<file path="src/rtl/cfg_scan_pkg.sv">
package cfg_scan_pkg;

    localparam int IR_W = 4;
    typedef logic [IR_W-1:0] opcode_t;

    localparam opcode_t OP_EXTEST  = 4'b0000;
    localparam opcode_t OP_IDCODE  = 4'b0010;
    localparam opcode_t OP_SAMPLE  = 4'b0011;
    localparam opcode_t OP_USER    = 4'b1000;
    localparam opcode_t OP_PROG    = 4'b1001;
    localparam opcode_t OP_BYPASS  = 4'b1111;
    localparam opcode_t IR_CAPTURE = 4'b0001;

    typedef enum logic [3:0] {
        ST_TLR, ST_RTI,
        ST_SEL_DR, ST_CAP_DR, ST_SH_DR, ST_EX1_DR, ST_PA_DR, ST_EX2_DR, ST_UPD_DR,
        ST_SEL_IR, ST_CAP_IR, ST_SH_IR, ST_EX1_IR, ST_PA_IR, ST_EX2_IR, ST_UPD_IR
    } tap_state_e;

    typedef enum logic [1:0] {SEL_BYP, SEL_ID, SEL_USR} dr_sel_e;

    typedef struct packed {
        logic in_tlr;
        logic in_rti;
        logic cap_ir;
        logic shift_ir;
        logic upd_ir;
        logic cap_dr;
        logic shift_dr;
        logic upd_dr;
    } tap_ctl_t;

    function automatic tap_state_e tap_next(tap_state_e s, logic tms);
        case (s)
            ST_TLR:    return tms ? ST_TLR    : ST_RTI;
            ST_RTI:    return tms ? ST_SEL_DR : ST_RTI;
            ST_SEL_DR: return tms ? ST_SEL_IR : ST_CAP_DR;
            ST_CAP_DR: return tms ? ST_EX1_DR : ST_SH_DR;
            ST_SH_DR:  return tms ? ST_EX1_DR : ST_SH_DR;
            ST_EX1_DR: return tms ? ST_UPD_DR : ST_PA_DR;
            ST_PA_DR:  return tms ? ST_EX2_DR : ST_PA_DR;
            ST_EX2_DR: return tms ? ST_UPD_DR : ST_SH_DR;
            ST_UPD_DR: return tms ? ST_SEL_DR : ST_RTI;
            ST_SEL_IR: return tms ? ST_TLR    : ST_CAP_IR;
            ST_CAP_IR: return tms ? ST_EX1_IR : ST_SH_IR;
            ST_SH_IR:  return tms ? ST_EX1_IR : ST_SH_IR;
            ST_EX1_IR: return tms ? ST_UPD_IR : ST_PA_IR;
            ST_PA_IR:  return tms ? ST_EX2_IR : ST_PA_IR;
            ST_EX2_IR: return tms ? ST_UPD_IR : ST_SH_IR;
            default:   return tms ? ST_SEL_DR : ST_RTI;
        endcase
    endfunction

    function automatic dr_sel_e dr_decode(opcode_t op, bit has_id);
        if (op == OP_IDCODE && has_id) return SEL_ID;
        if (op == OP_USER)             return SEL_USR;
        return SEL_BYP;
    endfunction

endpackage

</file>
<file path="src/rtl/cfg_scan_fsm.sv">
module cfg_scan_fsm
    import cfg_scan_pkg::*;
(
    input  logic       tck,
    input  logic       trst,
    input  logic       tms,
    output tap_state_e state,
    output tap_ctl_t   ctl
);

    always_ff @(posedge tck) begin
        if (trst) state <= ST_TLR;
        else      state <= tap_next(state, tms);
    end

    always_comb begin
        ctl          = '0;
        ctl.in_tlr   = (state == ST_TLR);
        ctl.in_rti   = (state == ST_RTI);
        ctl.cap_ir   = (state == ST_CAP_IR);
        ctl.shift_ir = (state == ST_SH_IR);
        ctl.upd_ir   = (state == ST_UPD_IR);
        ctl.cap_dr   = (state == ST_CAP_DR);
        ctl.shift_dr = (state == ST_SH_DR);
        ctl.upd_dr   = (state == ST_UPD_DR);
    end

    // independent run-length of TMS-high samples for the escape check
    logic [2:0] ones_run;
    always_ff @(posedge tck) begin
        if (trst)          ones_run <= '0;
        else if (!tms)     ones_run <= '0;
        else if (ones_run != 3'd5) ones_run <= ones_run + 3'd1;
    end

    assert_tms_escape_R1: assert property (@(posedge tck) disable iff (trst)
        (ones_run == 3'd5) |-> (state == ST_TLR));

endmodule

</file>
<file path="src/rtl/cfg_scan_nvstore.sv">
module cfg_scan_nvstore #(
    parameter int             W           = 16,
    parameter int             PROG_CYCLES = 64,
    parameter logic [W-1:0]   CFG_INIT    = '0
) (
    input  logic         tck,
    input  logic         trst,
    input  logic         start,
    input  logic [W-1:0] wdata,
    output logic         busy,
    output logic [W-1:0] cells
);

    localparam int CW = $clog2(PROG_CYCLES + 1);

    logic [CW-1:0] left;
    logic [W-1:0]  pend;

    always_ff @(posedge tck) begin
        if (trst) begin
            busy  <= 1'b0;
            left  <= '0;
            pend  <= CFG_INIT;
            cells <= CFG_INIT;
        end else if (busy) begin
            if (left == '0) begin
                busy  <= 1'b0;
                cells <= pend;
            end else begin
                left <= left - 1'b1;
            end
        end else if (start) begin
            busy <= 1'b1;
            left <= CW'(PROG_CYCLES - 1);
            pend <= wdata;
        end
    end

    // separate up-counter measuring how long busy stays high
    logic [CW-1:0] busy_len;
    always_ff @(posedge tck) begin
        if (trst || !busy) busy_len <= '0;
        else               busy_len <= busy_len + 1'b1;
    end

    assert_busy_window_R8: assert property (@(posedge tck) disable iff (trst)
        $fell(busy) |-> (busy_len == CW'(PROG_CYCLES)));

    assert_cells_only_on_commit_R7: assert property (@(posedge tck) disable iff (trst)
        !$stable(cells) |-> $fell(busy));

endmodule

</file>
<file path="src/rtl/cfg_scan_port.sv">
module cfg_scan_port
    import cfg_scan_pkg::*;
#(
    parameter int                USER_W      = 16,
    parameter logic [31:0]       ID_VALUE    = 32'h0A5C_E03B,
    parameter bit                HAS_ID      = 1'b1,
    parameter int                PROG_CYCLES = 64,
    parameter logic [USER_W-1:0] CFG_INIT    = '0
) (
    input  logic              tck,
    input  logic              trst,
    input  logic              tms,
    input  logic              tdi,
    output logic              tdo,
    output logic              tdo_oe,
    output logic              prog_busy,
    output logic [USER_W-1:0] cfg_out
);

    localparam opcode_t RST_OP = HAS_ID ? OP_IDCODE : OP_BYPASS;

    tap_state_e state;
    tap_ctl_t   ctl;

    cfg_scan_fsm u_fsm (
        .tck   (tck),
        .trst  (trst),
        .tms   (tms),
        .state (state),
        .ctl   (ctl)
    );

    // instruction path
    opcode_t ir, ir_sh;
    always_ff @(posedge tck) begin
        if (trst || ctl.in_tlr) begin
            ir    <= RST_OP;
            ir_sh <= IR_CAPTURE;
        end else begin
            if (ctl.cap_ir)        ir_sh <= IR_CAPTURE;
            else if (ctl.shift_ir) ir_sh <= {tdi, ir_sh[IR_W-1:1]};
            if (ctl.upd_ir)        ir    <= ir_sh;
        end
    end

    dr_sel_e sel;
    assign sel = dr_decode(ir, HAS_ID);

    // bypass stage
    logic byp;
    always_ff @(posedge tck) begin
        if (trst)                                byp <= 1'b0;
        else if (ctl.cap_dr   && sel == SEL_BYP) byp <= 1'b0;
        else if (ctl.shift_dr && sel == SEL_BYP) byp <= tdi;
    end

    // identification register, present only when fitted
    logic id_lsb;
    generate
        if (HAS_ID) begin : g_id
            logic [31:0] id_sh;
            always_ff @(posedge tck) begin
                if (trst)                               id_sh <= ID_VALUE;
                else if (ctl.cap_dr   && sel == SEL_ID) id_sh <= ID_VALUE;
                else if (ctl.shift_dr && sel == SEL_ID) id_sh <= {tdi, id_sh[31:1]};
            end
            assign id_lsb = id_sh[0];
        end else begin : g_no_id
            assign id_lsb = 1'b0;
        end
    endgenerate

    // user configuration register and programming trigger
    logic [USER_W-1:0] usr_sh, usr_hold, cells;
    logic              busy, was_rti, start;

    always_ff @(posedge tck) begin
        if (trst) begin
            usr_sh   <= CFG_INIT;
            usr_hold <= CFG_INIT;
            was_rti  <= 1'b0;
        end else begin
            was_rti <= ctl.in_rti;
            if (ctl.cap_dr && sel == SEL_USR)        usr_sh <= cells;
            else if (ctl.shift_dr && sel == SEL_USR) usr_sh <= {tdi, usr_sh[USER_W-1:1]};
            if (ctl.upd_dr && sel == SEL_USR)        usr_hold <= usr_sh;
        end
    end

    assign start = ctl.in_rti && !was_rti && (ir == OP_PROG) && !busy;

    cfg_scan_nvstore #(
        .W           (USER_W),
        .PROG_CYCLES (PROG_CYCLES),
        .CFG_INIT    (CFG_INIT)
    ) u_store (
        .tck   (tck),
        .trst  (trst),
        .start (start),
        .wdata (usr_hold),
        .busy  (busy),
        .cells (cells)
    );

    assign prog_busy = busy;
    assign cfg_out   = cells;

    // falling-edge output stage
    logic dr_lsb;
    always_comb begin
        case (sel)
            SEL_ID:  dr_lsb = id_lsb;
            SEL_USR: dr_lsb = usr_sh[0];
            default: dr_lsb = byp;
        endcase
    end

    always_ff @(negedge tck) begin
        if (trst) begin
            tdo    <= 1'b0;
            tdo_oe <= 1'b0;
        end else begin
            tdo_oe <= ctl.shift_ir | ctl.shift_dr;
            tdo    <= ctl.shift_ir ? ir_sh[0] : (ctl.shift_dr ? dr_lsb : 1'b0);
        end
    end

    assert_oe_in_shift_R9: assert property (@(posedge tck) disable iff (trst)
        tdo_oe |-> (ctl.shift_ir || ctl.shift_dr));

    assert_quiet_tdo_R9: assert property (@(posedge tck) disable iff (trst)
        !tdo_oe |-> !tdo);

    assert_reset_opcode_R2: assert property (@(posedge tck) disable iff (trst)
        ctl.in_tlr |=> (ir == RST_OP));

    assert_ir_capture_R3: assert property (@(posedge tck) disable iff (trst)
        (ctl.shift_ir && $past(ctl.cap_ir)) |-> (ir_sh == IR_CAPTURE));

endmodule

</file>
<file path="config.mk">
export PLATFORM = sky130hd
export DESIGN_NAME = cfg_scan_port
export DESIGN_NICKNAME = d
export VERILOG_FILES = /design/src/rtl/cfg_scan_pkg.sv /design/src/rtl/cfg_scan_fsm.sv /design/src/rtl/cfg_scan_nvstore.sv /design/src/rtl/cfg_scan_port.sv
export SDC_FILE = /design/constraint.sdc
export NUM_CORES = 1
export LEC_CHECK = 0
export BUFFER_PORTS_ARGS = -buffer_cell sky130_fd_sc_hd__buf_2
export CORE_ASPECT_RATIO = 0.7
export CORE_MARGIN = 3
export CORE_UTILIZATION = 25
export DETAILED_ROUTE_END_ITERATION = 8
export SETUP_SLACK_MARGIN = 0.4
export SYNTH_ARGS = -nofsm -noshare
export SYNTH_HDL_FRONTEND = slang
export SYNTH_HIERARCHICAL = 1
export SYNTH_SLANG_ARGS = --single-unit
export TNS_END_PERCENT = 100
</file>
<file path="constraint.sdc">
create_clock -name tck -period 1.99 [get_ports tck]
set_clock_uncertainty 0.05 [all_clocks]
set_input_delay 0.2985 -clock tck [delete_from_list [all_inputs] [get_ports tck]]
set_output_delay 0.2985 -clock tck [all_outputs]
set_load 0.02 [all_outputs]
</file>
==> flow_metrics.tcl, run 1 <==
set metrics [dict create \
    outcome "complete, but fails checks" \
    violations "setup timing" \
    clkTransAtPathRegs_ps 60 \
    mostFrequentLayoutCells "dfxtp_1, nand2_1, buf_4" \
    ir_drop_mv 0.477 \
    hold_violations 0 \
    fillers 1903 \
    die_area_um2 21900 \
    crit_type "register to output port" \
    viasPerCell 4.63 \
    worst_pin_slew_ps 451 \
    switchingPower_mw 1.31 \
    portBuffers 22 \
    h-tree-depth 4 \
    worstRegToRegCells 4 \
    cts-root-buf "clkbuf_16" \
    cap_violations 0 \
    place_hpwl_um 7120 \
    io_pins 23 \
    power_density_nw_per_um2 769 \
    antenna_found_initial 0 \
    cp-start-kind "register" \
    p_leak_nw 2.86 \
    combPwrFrac_pct 5.3 \
    cts_tree "done" \
    slowest_stage "dfxtp_4" \
    intPower_mw 4.73 \
    synth_area_um2 5030 \
    start_util_pct 26.0 \
    cts_max_path_buffers 2 \
    cp_cell_sequence "buf_6" \
    synth_top_area_cell "dfxtp_1" \
    worstPathMaxFanout 1 \
    critPathMaxStageDelay_ps 330 \
    num_vias 4509 \
    wl_per_cell_um 14.7 \
    rsz0062_at_grt "yes" \
    synth_nets 620 \
    dp_slack_ps -202 \
    final_common_cell "dfxtp_1" \
    overflow 0 \
    crit_path_end_kind "output port" \
    ys_top_cells_by_area "dfxtp_1, nand2_1, a21oi_1" \
    maxSlewHeadroom_pct 69.9 \
    hold_buffers 0 \
    place_area_um2 5680 \
    setup_tns_ps -568 \
    ys.flop_type "dfxtp_1" \
    hp-class "input port to register" \
    drive_above_1_share_pct 46.1 \
    slew_viol_final 0 \
    grt_max_degree 102 \
    power_frac_clock_pct 54.3 \
    drc 0 \
    utilization_pct 40.6 \
    coreArea_um2 19300 \
    cts_sinks 120 \
    cp.arrival_ps 1880 \
    power_mw 6.03 \
    rows 42 \
    grt_pass1_vias 4367 \
    die_h_um 125 \
    hold_depth 3 \
    pwr-share-seq_pct 40.4 \
    final_nets 703 \
    gp_congestion 0.786 \
    wl_um 14300 \
    area_growth_pct 55.8 \
    synthCells 614 \
    seq_area_frac_synth_pct 47.7 \
    drtPass1Iterations 4 \
    synth.avg_cell_area_um2 8.20 \
    stdcell_count 974 \
    fp.dieW_um 176 \
    crit_family "flip-flops" \
    numPlacedInstances 895 \
    grt_usage_pct 13.0 \
    fin_ws_ps -239 \
    cts_made_buffers 17 \
    diodes 0 \
    synth-async-reset-ratio_pct 0 \
    cp.required_ps 1640 \
    crit_buf_inv 1 \
    yosysTopAreaCellShare_pct 47.7 \
    fin_area_um2 7840 \
    ys_ff_latch 120 \
    crit_cells 1 \
    swShare_pct 21.7 \
    synth-edff-count 0 \
    detail-route-antenna-nets 0 \
    clk_latency_ps 410 \
    whs_ps 170 \
    finalSetupViolations 4 \
    ys_types 53 \
    drt_iter0_drc 271 \
    yosysWarnings 6 \
    grt_pass1_wl_um 23000 \
]
[logic make-up after synthesis]
| kind of cell | share of synthesized area, % |
|---|---|
| AO/OA/AOI/OAI | 14.5 |
| XOR/XNOR | 0.174 |
| adder cells (fa/ha/maj) | 0.497 |
| buffers and inverters | 5.37 |
| flip-flops | 47.7 |
| multiplexers | 4.57 |
| AND/OR/NAND/NOR | 27.1 |
[metal layers]
metal  global-route usage (%)  share of wire [%]  up-vias
li1                         -                  -     2271
met1                     18.9                 50     2158
met2                     18.7                 45       70
met3                     3.47                3.5       10
met4                     3.44               0.64        0
met5                        0                  0        -
[cell usage after synthesis, drive strengths merged (2+ instances only)]
library cell  count
a2111oi           2
a211o             2
a211oi            3
a21oi            62
a221oi            2
a22oi            17
a31o              2
a31oi             4
and3              3
buf              16
clkbuf           31
dfxtp           120
ha                2
inv               5
mux2i            23
nand2           154
nand2b           35
nand3            32
nand3b            4
nor2             34
nor2b             5
nor3              6
nor3b             2
nor4              3
nor4b             4
o21ai            21
o22ai             2
or3               2
or4               2
[layout make-up]
type                       instances  area, µm²  area share [%]
clock inverter                    14        180            2.30
inverter                           4       20.0           0.255
multi-input combinational        442       3250            41.4
timing repair buffer             110       1180            15.1
sequential                       120       2420            30.9
tap                              264        330            4.21
clock buffer                      20        457            5.82
[final timing paths]
check	startpoint	endpoint	slack, ps
worst max-delay path	tdo_oe	tdo_oe	-240
worst min-delay path	tdi	g_id.id_sh[31]	170
worst max register to register	ir[3]	tdo	-100
worst min register to register	usr_hold[9]	u_store/pend[9]	400
[worst register-to-register path: cells and delay by family (launching register included)]
kind / cells / cell delay, ps
compound gates: 3 / 440
flops: 1 / 330
simple gates: 1 / 190
[registers in the layout, indices dropped and copies added, names as in the netlist]
signal,cells
byp,1
g_id.id_sh,32
ir,4
ir_sh,4
tdo,1
tdo_oe,1
u_fsm/state,4
u_store/busy,1
u_store/cells,16
u_store/left,7
u_store/pend,16
usr_hold,16
usr_sh,16
was_rti,1
[power groups by stage]
stage          Combinational, mW  Clock (mW)  Sequential (mW)
5_1_grt                    0.340        3.43             2.44
4_1_cts                    0.292        3.33             2.44
3_3_place_gp               0.208     0.00940             2.48
2_1_floorplan              0.141     0.00940             2.48
6_report                   0.317        3.28             2.44
3_5_place_dp               0.209     0.00940             2.48
[repair_timing]
action,CTS,global route
gates cloned,12,1
pin swaps,84,32
gates resized for setup,189,90
buffers inserted,27,6
setup endpoints to repair,93,110
(Power assumes the default switching activity.)
==> run 2, diff against run 1 <==
Settings changed: ABC_AREA set to 1.
==> run 2 against run 1 <==
  * Critical endpoint is now tdo
  * Combinational power increased by 44%
  * Non-clock buffer count decreased by 11
  * Critical path depth unchanged
  * Worst setup slack got worse by 28 ps
  * Sequential cell count unchanged
  * The run still ends with setup timing left
  * Highest routed layer unchanged
  * Clock-buffer cell count decreased by 3
  * Largest power group unchanged
  * Critical path type unchanged
==> flow_metrics.tcl, run 2 <==
set metrics [dict create \
    outcome "complete, but fails checks" \
    violations "setup timing" \
    antenna_found_initial 0 \
    overflow 0 \
    start_util_pct 26.1 \
    fp.dieW_um 176 \
    synth-edff-count 0 \
    crit_cells 1 \
    grt_max_degree 33 \
    cp_cell_sequence "buf_6" \
    viasPerCell 4.63 \
    cp.arrival_ps 1910 \
    slew_viol_final 0 \
    final_common_cell "nand2_1" \
    mostFrequentLayoutCells "nand2_1, dfxtp_1, nor2_1" \
    regMostFlops "g_id.id_sh" \
    pwr-share-seq_pct 40.5 \
    hold_depth 3 \
    yosysTopAreaCellShare_pct 47.5 \
    synthCells 696 \
    cts_max_path_buffers 2 \
    cp.required_ps 1640 \
    maxSlewHeadroom_pct 73.2 \
    final_nets 794 \
    grt_pass1_wl_um 21500 \
    ys_types 34 \
    drt_iter0_drc 330 \
    crit_buf_inv 1 \
    portBuffers 22 \
    cp-start-kind "register" \
    p_leak_nw 3.44 \
    combPwrFrac_pct 7.5 \
    cts-root-buf "clkbuf_16" \
    ir_drop_mv 0.499 \
    clkTransAtPathRegs_ps 60 \
    place_area_um2 5700 \
    synth_nets 702 \
    busiest_layer "met1" \
    grt_pass1_vias 4370 \
    diodes 0 \
    wl_um 14600 \
    synth.avg_cell_area_um2 7.26 \
    multi_input_area_um2 3200 \
    synth_top_area_cell "dfxtp_1" \
    fin_ws_ps -268 \
    gr-usage-met1_pct 17.6 \
    synth_area_um2 5050 \
    swShare_pct 25.9 \
    num_vias 4930 \
    coreArea_um2 19300 \
    gp_congestion 0.838 \
    crit_family "flip-flops" \
    wl_per_cell_um 13.7 \
    seqCellArea_um2 2420 \
    use_met2_pct 16.8 \
    clk_latency_ps 420 \
    slowest_stage "dfxtp_2" \
    use_met3_pct 3.36 \
    worstPathMaxFanout 1 \
    synth-async-reset-ratio_pct 0 \
    finalSetupViolations 4 \
    rows 42 \
    grt_usage_pct 11.9 \
    die_area_um2 22000 \
    fin_area_um2 7840 \
    rsz0062_at_grt "yes" \
    r2r_setup_slack_ps -80 \
    h-tree-depth 4 \
    worstRegToRegCells 6 \
    hold_violations 0 \
    detail-route-antenna-nets 0 \
    drive_above_1_share_pct 45.3 \
    yosysMostFrequentCell "nand2_1" \
    cap_violations 0 \
    place_hpwl_um 8170 \
    ys_top_cells_by_area "dfxtp_1, nand2_1, nand3_1" \
    ys_ff_latch 120 \
    worst_pin_slew_ps 403 \
    drc 0 \
    numPlacedInstances 997 \
    area_growth_pct 55.1 \
    seq_area_frac_synth_pct 47.5 \
    ys_top_cells_by_count "nand2_1, dfxtp_1, nor2_1, nand3_1, a21oi_1" \
    switchingPower_mw 1.57 \
    hp-class "input port to register" \
    largest_register_ffs 32 \
    stdcell_count 1065 \
    hold_buffers 0 \
    cts_sinks 120 \
    crit_type "register to output port" \
    power_density_nw_per_um2 775 \
    critPathMaxStageDelay_ps 350 \
    intPower_mw 4.51 \
    yosysWarnings 6 \
    die_h_um 125 \
    crit_path_end_kind "output port" \
    cts_tree "done" \
    io_pins 23 \
    fillers 1907 \
    cts_made_buffers 17 \
    setup_tns_ps -672 \
    drtPass1Iterations 5 \
    ys.flop_type "dfxtp_1" \
    power_frac_clock_pct 52.0 \
]
==> run 2: kinds of logic (layout without fill, tap and decap cells) <==
family,count (synthesis),in the layout,share of synthesized area (%)
adder cells (fa/ha/maj),2,2,0.495
flip-flops,120,120,47.5
AO/OA/AOI/OAI,92,92,9.68
buffers and inverters,85,189,7.75
AND/OR/NAND/NOR,397,398,34.6
==> run 2: worst paths after layout <==
| kind | startpoint | end |
|---|---|---|
| min reg2reg | usr_hold[2] | usr_hold[2] |
| min | tdi | g_id.id_sh[31] |
| max | tdo | tdo |
| max reg2reg | u_fsm/state[2] | tdo |
==> run 2: through the flow <==
stage | hold WS [ps] | power [mW] | setup slack (ps) | utilization [%]
after floorplan | 311 | 2.72 | -121 | -
after global placement | 395 | 2.82 | -78.0 | 29.5
after detailed placement | 400 | 2.82 | -80.2 | 29.5
after CTS | 136 | 6.00 | -279 | 35.4
after global routing | 159 | 6.29 | -301 | 40.5
final | 158 | 6.08 | -268 | 40.5
==> run 2: layer usage <==
layer  share of wire, %  vias to the layer above
li1                   -                     2449
met1                 49                     2344
met2                 46                      121
met3                4.6                       16
met4               0.95                        0
met5                  0                        -
==> run 2: worst reg2reg max path, cell delays in order (launching register included) <==
cell and delay (ps):
dfxtp_4 360, buf_12 130, nor2_4 90, inv_2 60
nor2_4 130, nand2_1 80, a21oi_2 130
==> run 2: power groups by stage <==
stage | registers [mW] | logic (mW) | clock network (mW)
2_1_floorplan | 2.50 | 0.212 | 0.00940
6_report | 2.46 | 0.455 | 3.16
4_1_cts | 2.46 | 0.338 | 3.21
3_5_place_dp | 2.50 | 0.307 | 0.00940
3_3_place_gp | 2.50 | 0.308 | 0.00940
5_1_grt | 2.46 | 0.493 | 3.33
==> run 2: what timing repair did <==
action	4_1_cts	5_1_grt
buffers inserted	17	11
pin swaps	13	84
cloned	2	5
resized for setup	110	210
setup endpoints to repair	93	109
==> run 2: final cells by class <==
class | count | area share [%]
repair inverters | 2 | 0.287
clock inverters | 17 | 2.38
well taps | 264 | 4.21
repair buffers | 99 | 12.5
flip-flops and latches | 120 | 30.9
inverters | 54 | 3.45
multi-input cells | 492 | 40.9
clock buffers | 17 | 5.43
==> run 3, diff against run 2 <==
Settings changed: CORE_MARGIN 3 to 5.
Clock period 1.99 ns to 2.4 ns, I/O delays scaled along.
==> run 3 against run 2 <==
  * The run still ends with setup timing left
  * Worst setup slack gained 150 ps
  * Highest routed layer unchanged
  * Clock power fell by 19%
  * Die area increased by 5.5%
==> flow_metrics.tcl, run 3 (synthesis gave the netlist of run 2 again) <==
set metrics [dict create \
    numPlacedInstances 980 \
    hp-class "input port to register" \
    start_util_pct 25.5 \
    hold_violations 0 \
    drtPass1Iterations 5 \
    setup_tns_ps -260 \
    h-tree-depth 4 \
    finalSetupViolations 3 \
    wl_per_cell_um 11.9 \
    slew_viol_final 0 \
    crit_cells 1 \
    wl_met1_um 6550 \
    cts_max_path_buffers 2 \
    overflow 0 \
    cts_sinks 120 \
    hold_buffers 0 \
    dr_wl_met2_um 4870 \
    cp-start-kind "register" \
    antenna_found_initial 0 \
    area_growth_pct 23.9 \
    cp_cell_sequence "buf_6" \
    drive_above_1_share_pct 17.6 \
    fin_ws_ps -118 \
    cts_made_buffers 17 \
    power_density_nw_per_um2 774 \
    largest_register_ffs 32 \
    r2r_start "u_fsm/state[2]" \
    portBuffers 22 \
    worst_pin_slew_ps 495 \
    fin_area_um2 6260 \
    crit_path_end_kind "output port" \
    rows 43 \
    cts_tree "done" \
    rsz0062_at_grt "yes" \
    utilization_pct 31.5 \
    regMostFlops "g_id.id_sh" \
    cp.arrival_ps 2110 \
    outcome "complete, but fails checks" \
    crit_buf_inv 1 \
    maxSlewHeadroom_pct 67.0 \
    power_mw 4.85 \
    critPathMaxStageDelay_ps 350 \
    slowest_stage "dfxtp_2" \
    detail-route-antenna-nets 0 \
    violations "setup timing" \
    drt_iter0_drc 386 \
    die_area_um2 23200 \
    p_leak_nw 2.72 \
    coreArea_um2 19900 \
    grt_max_degree 33 \
    final_nets 743 \
    io_pins 23 \
    crit_start "tdo" \
    crit_type "register to output port" \
    die_h_um 129 \
    diodes 0 \
    num_vias 4436 \
    met3_length_um 626 \
    viasPerCell 4.35 \
    worstPathMaxFanout 1 \
    place_area_um2 5540 \
    drc 0 \
    hold_start "tdi" \
    clk_latency_ps 410 \
    place_hpwl_um 7970 \
    grt_pass1_vias 3906 \
    highest_layer "met4" \
    gp_congestion 0.839 \
    hold_depth 3 \
    final_common_cell "nand2_1" \
    wl_um 12100 \
    worstRegToRegCells 8 \
    cts-root-buf "clkbuf_16" \
    grt_usage_pct 10.3 \
    cap_violations 0 \
    ir_drop_mv 0.541 \
    clkTransAtPathRegs_ps 60 \
    cp.required_ps 1990 \
    fp.dieW_um 180 \
    crit_family "flip-flops" \
    mostFrequentLayoutCells "nand2_1, dfxtp_1, nor2_1" \
    grt_pass1_wl_um 20000 \
    stdcell_count 1020 \
]
## run 3: changes by cell type in the layout (fill, tap and decap cells not counted), sizes merged
| cell | before | now |
|---|---|---|
| nand2 | 194 | 193 |
| clkinvlp | 2 | 3 |
| buf | 97 | 51 |
| inv | 62 | 60 |
| clkbuf | 19 | 17 |
| clkinv | 7 | 6 |
## run 3: per-layer routing
layer  global-route usage, %  vias up
met1                    16.1     1996
met4                    2.91        0
met2                    14.1      108
met5                       0        -
met3                    2.32        8
li1                        -     2324
## run 3: metrics by stage
stage | setup slack, ps | hold slack [ps]
2_1_floorplan | 84.3 | 375
3_3_place_gp | 31.6 | 395
3_5_place_dp | 26.8 | 400
4_1_cts | -129 | 215
5_1_grt | -154 | 228
6_report | -118 | 219
## run 3: cell type report
cell class | count | area [µm²]
flip-flops and latches | 120 | 2410
inverters | 54 | 216
well taps | 270 | 338
fillers | 2124 | 13600
clock inverters | 17 | 173
multi-input cells | 491 | 2310
clock buffers | 17 | 425
repair buffers | 51 | 384
## run 3: worst paths after layout
path / endpoint / slack (ps)
worst max-delay path: tdo / -120
worst min-delay path: g_id.id_sh[31] / 220
worst max register to register: tdo / -30
worst min register to register: g_id.id_sh[17] / 400
## run 3: repair_timing
| item | in CTS | in global routing |
|---|---|---|
| pin swaps | 1 | 3 |
| setup buffers | 5 | 2 |
| resized for setup | 10 | 20 |
| setup endpoints to repair | 25 | 31 |
## run 3: power breakdown
| part | internal (mW) | leakage [nW] | switching [mW] |
|---|---|---|---|
| sequential | 2.02 | 0.971 | 0.0198 |
| combinational | 0.0835 | 1.46 | 0.166 |
| clock | 1.55 | 0.294 | 1.00 |
| total | 3.66 | 2.72 | 1.19 |
